File: config.mk
export PLATFORM = sky130hd
export DESIGN_NAME = useq_next_addr
export DESIGN_NICKNAME = d
export VERILOG_FILES = /design/src/rtl/useq_pkg.sv /design/src/rtl/useq_cond_mux.sv /design/src/rtl/useq_trap_encoder.sv /design/src/rtl/useq_next_addr.sv
export SDC_FILE = /design/constraint.sdc
export NUM_CORES = 1
export LEC_CHECK = 0
export ABC_AREA = 1
export BUFFER_PORTS_ARGS = -buffer_cell sky130_fd_sc_hd__buf_4
export CORE_MARGIN = 1.5
export CORE_UTILIZATION = 38
export CTS_BUF_LIST = sky130_fd_sc_hd__clkbuf_2
export DETAILED_ROUTE_END_ITERATION = 10
export GPL_TIMING_DRIVEN = 1
export PLACE_DENSITY = 0.7
export SLEW_MARGIN = 20
export SYNTH_ARGS = -nofsm -noshare
export SYNTH_HDL_FRONTEND = slang
export SYNTH_HIERARCHICAL = 1
export SYNTH_SLANG_ARGS = --single-unit
File: constraint.sdc
create_clock -name clk -period 3.4 [get_ports clk]
set_input_delay 0.17 -clock clk [delete_from_list [all_inputs] [get_ports clk]]
set_output_delay 0.17 -clock clk [all_outputs]
set_load 0.005 [all_outputs]
File: src/rtl/useq_pkg.sv
package useq_pkg;
    // microcode address width and reserved dispatch value
    localparam int ADDR_W     = 12;
    localparam logic [ADDR_W-1:0] DISPATCH_TAG = '1;
    // instruction register opcode width
    localparam int OPC_W      = 8;
    // trap sources
    localparam int N_FAULT    = 8;
    localparam int N_IRQ      = 7;
    // condition selection: 0 = always false, 1 = always true, rest = cc bits
    localparam int COND_SEL_W = 3;
    localparam int N_CC       = (1 << COND_SEL_W) - 2;
    // entry point code width (fetch + interrupts + faults)
    localparam int ENC_W      = $clog2(N_FAULT + N_IRQ + 1);

    typedef struct packed {
        logic [ADDR_W-1:0] uaddr;
    } seq_state_t;
endpackage

File: src/rtl/useq_cond_mux.sv
module useq_cond_mux
    import useq_pkg::*;
(
    input  logic [COND_SEL_W-1:0] sel,
    input  logic [N_CC-1:0]       cc,
    output logic                  cond_true
);
    always_comb begin
        cond_true = 1'b0;
        if (sel == COND_SEL_W'(1)) begin
            cond_true = 1'b1;
        end
        for (int k = 0; k < N_CC; k++) begin
            if (sel == COND_SEL_W'(k + 2)) begin
                cond_true = cc[k];
            end
        end
    end

    always_comb begin
        if (sel == '0) begin
            assert (!cond_true);
        end
    end
endmodule

File: src/rtl/useq_trap_encoder.sv
module useq_trap_encoder
    import useq_pkg::*;
(
    input  logic [N_FAULT-1:0] fault_req,
    input  logic [N_IRQ-1:0]   irq_req,
    input  logic               irq_mask,
    output logic               fault_pending,
    output logic [ENC_W-1:0]   entry_code
);
    always_comb begin
        fault_pending = |fault_req;
        entry_code    = '0;
        // ascending scans: the highest asserted line is written last
        for (int j = 0; j < N_IRQ; j++) begin
            if (irq_req[j] && !irq_mask) begin
                entry_code = ENC_W'(j + 1);
            end
        end
        for (int i = 0; i < N_FAULT; i++) begin
            if (fault_req[i]) begin
                entry_code = ENC_W'(N_IRQ + 1 + i);
            end
        end
    end

    always_comb begin
        if (fault_pending) begin
            assert (entry_code > ENC_W'(N_IRQ));
        end
    end
endmodule

File: src/rtl/useq_next_addr.sv
module useq_next_addr
    import useq_pkg::*;
(
    input  logic                  clk,
    input  logic                  rst,
    input  logic                  step_en,
    input  logic [ADDR_W-1:0]     next_field,
    input  logic [COND_SEL_W-1:0] cond_sel,
    input  logic [N_CC-1:0]       cc,
    input  logic [OPC_W-1:0]      opcode,
    input  logic [N_FAULT-1:0]    fault_req,
    input  logic [N_IRQ-1:0]      irq_req,
    input  logic                  irq_mask,
    output logic [ADDR_W-1:0]     uaddr
);
    seq_state_t state_d, state_q;

    logic             cond_true;
    logic             fault_pending;
    logic [ENC_W-1:0] entry_code;
    logic             branch;

    useq_cond_mux u_cond (
        .sel       (cond_sel),
        .cc        (cc),
        .cond_true (cond_true)
    );

    useq_trap_encoder u_enc (
        .fault_req     (fault_req),
        .irq_req       (irq_req),
        .irq_mask      (irq_mask),
        .fault_pending (fault_pending),
        .entry_code    (entry_code)
    );

    always_comb begin
        state_d = state_q;
        branch  = cond_true && !fault_pending;
        if (rst) begin
            state_d.uaddr = '0;
        end else if (step_en) begin
            if (!branch) begin
                state_d.uaddr = {{(ADDR_W-ENC_W){1'b0}}, entry_code};
            end else if (next_field == DISPATCH_TAG) begin
                state_d.uaddr = {{(ADDR_W-OPC_W){1'b0}}, opcode};
            end else begin
                state_d.uaddr = next_field;
            end
        end
    end

    always_ff @(posedge clk) begin
        state_q <= state_d;
    end

    assign uaddr = state_q.uaddr;

    AST_RESET_FETCH: assert property (@(posedge clk)
        rst |=> uaddr == '0);
    AST_STALL_HOLD: assert property (@(posedge clk) disable iff (rst)
        !step_en |=> $stable(uaddr));
    AST_FAULT_ENTRY: assert property (@(posedge clk) disable iff (rst)
        (step_en && |fault_req) |=> uaddr[ADDR_W-1:ENC_W-1] == 1);
    AST_MASKED_END_FETCH: assert property (@(posedge clk) disable iff (rst)
        (step_en && fault_req == '0 && cond_sel == '0 && irq_mask) |=> uaddr == '0);
endmodule

# --- Word-level counts from Yosys, hierarchy flattened ---
# Index checks and enable logic that the tools add are counted.
totals:
  out_inout_bits: 12
  inputBits: 48
  ff_bits: 12
  elab_cells: 44
op_classes:
  reduce_logical: 11
  n_mux: 24
  n_eq_ne: 8
ops:
  columns: ["cell", "n"]
  rows:
  - ["2-to-1 mux 4 bit", 8]
  - ["2-to-1 mux 12 bit", 2]
  - ["== test 12 bit (second input constant)", 1]
  - ["== test 3 bit (second input constant)", 4]
  - ["2-to-1 mux 3 bit", 4]
  - ["logical AND 1 bit", 8]
  - ["2-to-1 mux 1 bit", 8]
  - ["OR reduction 8 bit", 1]
  - ["== test 3 x 2 -> 1 bit (second input constant)", 2]
  - ["2-to-1 mux 2 bit", 2]
  - ["== test 3 x 1 -> 1 bit (second input constant)", 1]
  - ["zero test 1 bit", 2]

# --- Longest topological paths before layout ---
# Gate-level depths: netlist of run 1.
depth:
  depth_word: 18
  ltp_mapped: 17
  depth_no_buf: 17

# --- Hierarchy ---
# Netlist of run 1, hierarchy kept.
by_module_without_submodules:
  columns: ["mod", "seq_area_each_um2", "area_each_um2", "cells_each", "instances"]
  rows:
  - ["useq_next_addr", 240.2, 747.0, 103, 1]
  - ["useq_trap_encoder", 0.0, 192.7, 44, 1]
  - ["useq_cond_mux", 0.0, 63.8, 15, 1]

# --- Worst setup path after synthesis of run 1 ---
# No wires, ideal clock.
synth_timing:
  kind: "input-to-reg"
  startpoint: "input fault_req[4]"
  endpoint: "register state_q, in the netlist uaddr[0]"
  setup_slack_ps: 2139
  required_time_ps: 3278
  cell_stages: 6
  setup_time_ps: 122
  n_path_buf: 0
  arrival_ps: 1139
  path_cell_list: "nor4_1 nand2_1 nor2_2 inv_1 a21oi_1 a21oi_2"
synth_between:
  word_cells_on_any_way: 8
  cone_classes: "mux (5); reduce/logical (3)"
synth_rtl:
  columns: ["element", "line_no", "rtl"]
  rows:
  - ["from (decl)", "useq_next_addr.sv:11", "input logic [N_FAULT-1:0] fault_req,"]
  - ["OR reduction 8 bit", "useq_trap_encoder.sv:11", "fault_pending = |fault_req;"]
  - ["via fault_pending", "useq_next_addr.sv:19", "logic fault_pending;"]
  - ["zero test 1 bit", "useq_next_addr.sv:39", "branch = cond_true && !fault_pending;"]
  - ["logical AND 1 bit", "useq_next_addr.sv:39", null]
  - ["2-to-1 mux 12 bit", "useq_next_addr.sv:43", "if (!branch) begin"]
  - ["to (signal assigned)", "useq_next_addr.sv:54", "state_q <= state_d;"]
  - ["to (decl)", "useq_next_addr.sv:16", "seq_state_t state_d, state_q;"]
# The timed path passes the listed nets, and every way through them passes these cells.
# A chain may end at the register's enable or synchronous reset.

# --- Worst setup path after layout of run 1 ---
layout_timing:
  startpoint: "input fault_req[0]"
  endpoint: "register state_q, in the netlist uaddr[1]"
# The elaborated chain is that of the path after synthesis.

==> results of run 1 <==
[power by group]
part           switching (mW)  internal (mW)  total (mW)  leakage (nW)
sequential            0.00206          0.144       0.146        0.0979
combinational          0.0475         0.0546       0.102         0.693
clock                  0.0489         0.0256      0.0744        0.0140
total                  0.0984          0.224       0.323         0.805
[final cells by class]
class                           instances  area, µm²  share of cell area, %
Timing Repair Buffer                   59      442.9                  29.80
Clock buffer                            3      15.01                  1.010
Multi-Input combinational cell        113      614.3                  41.33
Inverter                               35      132.6                  8.923
Sequential cell                        12      240.2                  16.16
Clock inverter                          1      3.754                 0.2525
Tap cell                               30      37.54                  2.525
[cell families after synthesis]
group | after synthesis | share of synthesized area, %
AOI/OAI and AO/OA | 23 | 15.09
and+or+nand+nor | 90 | 46.14
buffers and inverters | 37 | 14.84
DFF | 12 | 23.94
[per-stage QoR]
step | std cells | instance area (µm²) | utilization (%) | worst slack [ns] | hold slack (ns)
after detailed placement | 249 | 1468 | 59.24 | 1.888 | 0.4312
after global placement | 249 | 1468 | 59.24 | 1.927 | 0.4191
final | 253 | 1486 | 60.00 | 2.182 | 0.1349
after CTS | 253 | 1486 | 60.00 | 2.179 | 0.1107
after global routing | 253 | 1486 | 60.00 | 1.950 | 0.1129
after floorplan | 162 | 1003 | - | 2.139 | 0.3304
[layer usage]
layer	track usage, %	vias up
met4	1.250	0
met2	39.16	28
met1	23.32	504
met5	0	-
met3	4.372	0
li1	-	633
[how the worst min path moves through the flow]
| stage | depth (start not counted) | slack, ns | to |
|---|---|---|---|
| after floorplan | 2 | 0.33 | uaddr[10]$_SDFFE_PP0P_ |
| after global placement | 2 | 0.42 | uaddr[7]$_SDFFE_PP0P_ |
| after detailed placement | 2 | 0.43 | uaddr[7]$_SDFFE_PP0P_ |
| after CTS | 2 | 0.11 | uaddr[6]$_SDFFE_PP0P_ |
| after global routing | 2 | 0.11 | uaddr[6]$_SDFFE_PP0P_ |
| final | 2 | 0.13 | uaddr[6]$_SDFFE_PP0P_ |
[cells in the final DEF (no fill, tap or decap), drive strengths merged, types with 3 or more instances in the layout]
cell     n
nand3   12
inv     34
o21ai    5
nand4    8
clkbuf   3
nand2   51
buf     59
a21oi   16
dfxtp   12
nor2    16
==> flow_metrics.py, run 1 <==
metrics = {
    "status": {
        "outcome": "complete, no violations",
    },
    "synth": {
        "synthTopCellsByCount": "nand2_1, inv_1, dfxtp_1, nor2_1, nand3_1",
        "syn_inst": 162,
        "syn_nets": 210,
        "yosys_warnings": 6,
        "seq_area_frac_synth_pct": 23.94,
        "ys_ff_latch": 12,
        "synth_top_area_cell": "dfxtp_1",
        "yosys-top-cells-area": "dfxtp_1, nand2_1, inv_1, a21oi_2, nor2_8",
        "synth.distinct_cells": 22,
        "async_flop_share_pct": 0,
        "ys.flop_type": "dfxtp_1",
        "yosysMostFrequentCell": "nand2_1",
        "netlist_area_um2": 1003,
        "synth-edff-count": 0,
        "synth_top_area_share_pct": 23.94,
        "synth_area_per_cell_um2": 6.194,
    },
    "sta": {
        "finalHoldViolCount": 0,
        "fmax_ghz": 0.8208,
        "finalCritPeriodShare_pct": 35.83,
        "slew_headroom_pct": 71.34,
        "tightestPinTransition_ns": 0.4259,
        "fin_skew_ns": 0,
        "min_period_ns": 1.218,
        "setup_viol": 0,
        "setup_tns_ns": 0,
        "rsz0062_at_grt": "no",
        "finalMaxSlewViolations": 0,
    },
    "die": {
        "die_area_um2": 2958,
        "rows": 18,
        "coreArea_um2": 2477,
        "initial_utilization_pct": 40.51,
        "ios": 60,
        "fp.dieW_um": 54.39,
        "dieHeight_um": 54.39,
    },
    "clock_tree": {
        "hold_buffers": 0,
        "path_clk_slew_ns": 0.14,
        "clock_path_buffers": 2,
        "post_cts_resized": 0,
        "numCtsBuffers": 3,
        "cts-root-buf": "clkbuf_2",
        "clock_latency_ns": 0.25,
        "cts_tree": "done",
        "postCtsSetupBuffers": 0,
        "cts.sinks": 12,
        "cts_max_level": 1,
    },
    "detailed_routing": {
        "met3_length_um": 89,
        "wl_met1_um": 1150,
        "drt-initial-drc-count": 23,
        "post-route-drc-count": 0,
        "ant_nets": 0,
        "viasPerCell": 4.605,
        "wl_um": 2638,
        "drtPass1Iterations": 4,
        "wl_per_cell_um": 10.43,
        "met2WireLength_um": 1398,
        "top_layer": "met3",
        "routed-via-count": 1165,
    },
    "critical_path": {
        "startpoint_type": "input pin",
        "cp_cell_sequence": "buf_4, nor4_1, nand2_1, nor2_2, inv_1, a21oi_1, a21oi_2",
        "crit_path_end": "uaddr[1]$_SDFFE_PP0P_",
        "cp-end-kind": "register",
        "crit_family": "simple AND/OR/NAND/NOR gates",
        "cp_max_fo": 8,
        "ff2ff_setup_slack_ns": 2.71,
        "cpMaxStageDelayCell": "nor4_1",
        "r2r_end": "uaddr[1]$_SDFFE_PP0P_",
        "crit_type": "input pin to register",
        "cp.depth": 7,
        "arrival_ns": 1.37,
        "timing.critical_path.buf_inv": 2,
        "reg2reg_from": "uaddr[1]$_SDFFE_PP0P_",
        "reg2reg_depth": 2,
        "worstSetupStartpoint": "fault_req[0]",
        "crit_required_ns": 3.55,
        "slowest_delay_ns": 0.42,
    },
    "finish": {
        "drive_gt1_share_pct": 37.22,
        "diodes": 0,
        "nets": 272,
        "syn2layout_area_growth_pct": 48.13,
        "nFillCells": 242,
        "largest_register_ff_count": 12,
    },
    "hold_path": {
        "min_from": "rst",
        "hp-class": "input pin to register",
    },
    "global_routing": {
        "grt_pass1_vias": 1128,
        "grt_pass1_wl_um": 4478,
        "antenna_found_initial": 0,
        "grt_overflow_total": 0,
        "grt_max_degree": 13,
        "track_usage_pct": 20.22,
    },
    "power": {
        "finalPower_uw": 322.9,
        "powerDensity_nw_per_um2": 217.2,
        "cellLeakagePower_nw": 0.8051,
        "max-vdd-ir-drop_uv": 244.3,
    },
    "run": {
        "max_cap_violations": 0,
    },
    "placement": {
        "dp_hpwl_um": 2210,
        "io_buffers": 59,
        "place_congestion": 0.7873,
    },
}
Power figures use the tool's default switching activity.
==> run 2: changes to the inputs <==
Settings changed: PLACE_DENSITY 0.7 to 0.72.
Clock period 3.4 ns to 1.1 ns, I/O delays scaled along.
==> flow_metrics.py, run 2 (synthesis results as in run 1) <==
metrics = {
    "sta": {
        "tightestPinTransition_ns": 0.2542,
        "rsz0062_at_grt": "no",
        "min_period_ns": 0.9440,
        "slew_headroom_pct": 82.91,
        "setup_viol": 0,
        "fin_skew_ns": 0,
        "finalCritPeriodShare_pct": 85.82,
        "setup_tns_ns": 0,
        "fmax_ghz": 1.059,
        "finalMaxSlewViolations": 0,
        "layout_setup_ws_ns": 0.1560,
        "finalHoldViolCount": 0,
    },
    "detailed_routing": {
        "viasPerCell": 4.727,
        "wl_per_cell_um": 10.64,
        "wl_um": 2724,
        "post-route-drc-count": 0,
        "drt-initial-drc-count": 20,
        "ant_nets": 0,
        "drtPass1Iterations": 4,
        "routed-via-count": 1210,
    },
    "clock_tree": {
        "postCtsSetupBuffers": 0,
        "hold_buffers": 0,
        "cts_max_level": 1,
        "path_clk_slew_ns": 0.13,
        "clock_path_buffers": 2,
        "cts-root-buf": "clkbuf_2",
        "clock_latency_ns": 0.27,
        "post_cts_resized": 0,
        "cts.sinks": 12,
        "cts_tree": "done",
        "numCtsBuffers": 3,
    },
    "hold_path": {
        "hp-class": "input pin to register",
    },
    "global_routing": {
        "antenna_found_initial": 0,
        "grt_overflow_total": 0,
        "grt_max_degree": 13,
        "grt_pass1_wl_um": 4298,
        "track_usage_pct": 19.82,
        "grt_pass1_vias": 1084,
    },
    "finish": {
        "layout.area.seq_um2": 240.2,
        "final_common_cell": "buf_4",
        "nets": 275,
        "fin_cells": 256,
        "largest_register_ff_count": 12,
        "nFillCells": 267,
        "multi_input_area_um2": 626.9,
        "mostFrequentLayoutCells": "buf_4, nand2_1, inv_1",
        "diodes": 0,
        "drive_gt1_share_pct": 38.50,
        "syn2layout_area_growth_pct": 51.87,
    },
    "run": {
        "max_cap_violations": 0,
    },
    "die": {
        "fp.dieW_um": 54.39,
        "die_area_um2": 2958,
        "dieHeight_um": 54.39,
        "initial_utilization_pct": 40.51,
        "ios": 60,
        "rows": 18,
        "coreArea_um2": 2477,
    },
    "critical_path": {
        "crit_type": "input pin to register",
        "cp_max_fo": 8,
        "cp-end-kind": "register",
        "crit_required_ns": 1.27,
        "startpoint_type": "input pin",
        "arrival_ns": 1.11,
    },
    "placement": {
        "place_congestion": 0.7642,
        "dp_slack_ns": -0.1430,
        "io_buffers": 59,
        "dp_hpwl_um": 2316,
        "place_inst": 251,
    },
    "power": {
        "powerDensity_nw_per_um2": 667.4,
        "cellLeakagePower_nw": 0.8210,
        "max-vdd-ir-drop_uv": 561.8,
    },
    "status": {
        "outcome": "complete, no violations",
    },
}
-- run 2: cell types whose count changed in the layout (fill, tap and decap cells not counted), sizes merged --
cell	change
dlygate4sd3	+1
buf	+2
-- run 2: worst paths after layout --
kind,start,end,slack [ns],depth (start not counted)
worst min register to register,uaddr[10]$_SDFFE_PP0P_,uaddr[10]$_SDFFE_PP0P_,0.48,2
worst max register to register,uaddr[1]$_SDFFE_PP0P_,uaddr[1]$_SDFFE_PP0P_,0.43,2
worst max-delay path,fault_req[4],uaddr[0]$_SDFFE_PP0P_,0.16,7
worst min-delay path,next_field[11],uaddr[11]$_SDFFE_PP0P_,0.04,3
-- run 2: worst max-delay path, cell delays in order --
cell     delay [ns]
buf_4          0.11
nor4_2         0.30
nand2_1        0.11
nor2_2         0.14
inv_1          0.13
a21oi_1        0.19
a21oi_2        0.07
-- run 2: routing by layer --
| metal | vias to the layer above | global-route usage [%] | wire length [µm] | part of all wire, % |
|---|---|---|---|---|
| met1 | 538 | 23.34 | 1133 | 42 |
| met2 | 25 | 36.75 | 1460 | 54 |
| met4 | 0 | 3.750 | 24 | 0.88 |
| met5 | - | 0 | 0 | 0 |
| met3 | 2 | 4.098 | 105 | 3.9 |
| li1 | 645 | - | - | - |
-- run 2: where the power goes --
group	switching (mW)	internal [mW]	leakage, nW
Clock	0.159	0.0789	0.0140
Combinational	0.152	0.174	0.709
Sequential	0.00629	0.446	0.0979
Total	0.318	0.699	0.821
-- run 2: area by class of cell --
cell class | count | area share (%)
Tap cell | 30 | 2.463
Sequential cell | 12 | 15.76
Timing Repair Buffer | 62 | 30.71
Inverter | 35 | 8.703
Clock inverter | 1 | 0.2463
Clock buffer | 3 | 0.9852
Multi-Input combinational cell | 113 | 41.13
-- run 2: per-stage QoR --
stage	hold WS [ns]	instance area [µm²]	utilization, %	total power [mW]
after floorplan	0.2154	1016	-	0.5979
after global placement	0.3032	1495	60.35	0.7768
after detailed placement	0.3102	1495	60.35	0.7874
after CTS	0.001408	1514	61.11	1.025
after global routing	0.03657	1524	61.52	1.085
final	0.03517	1524	61.52	1.017
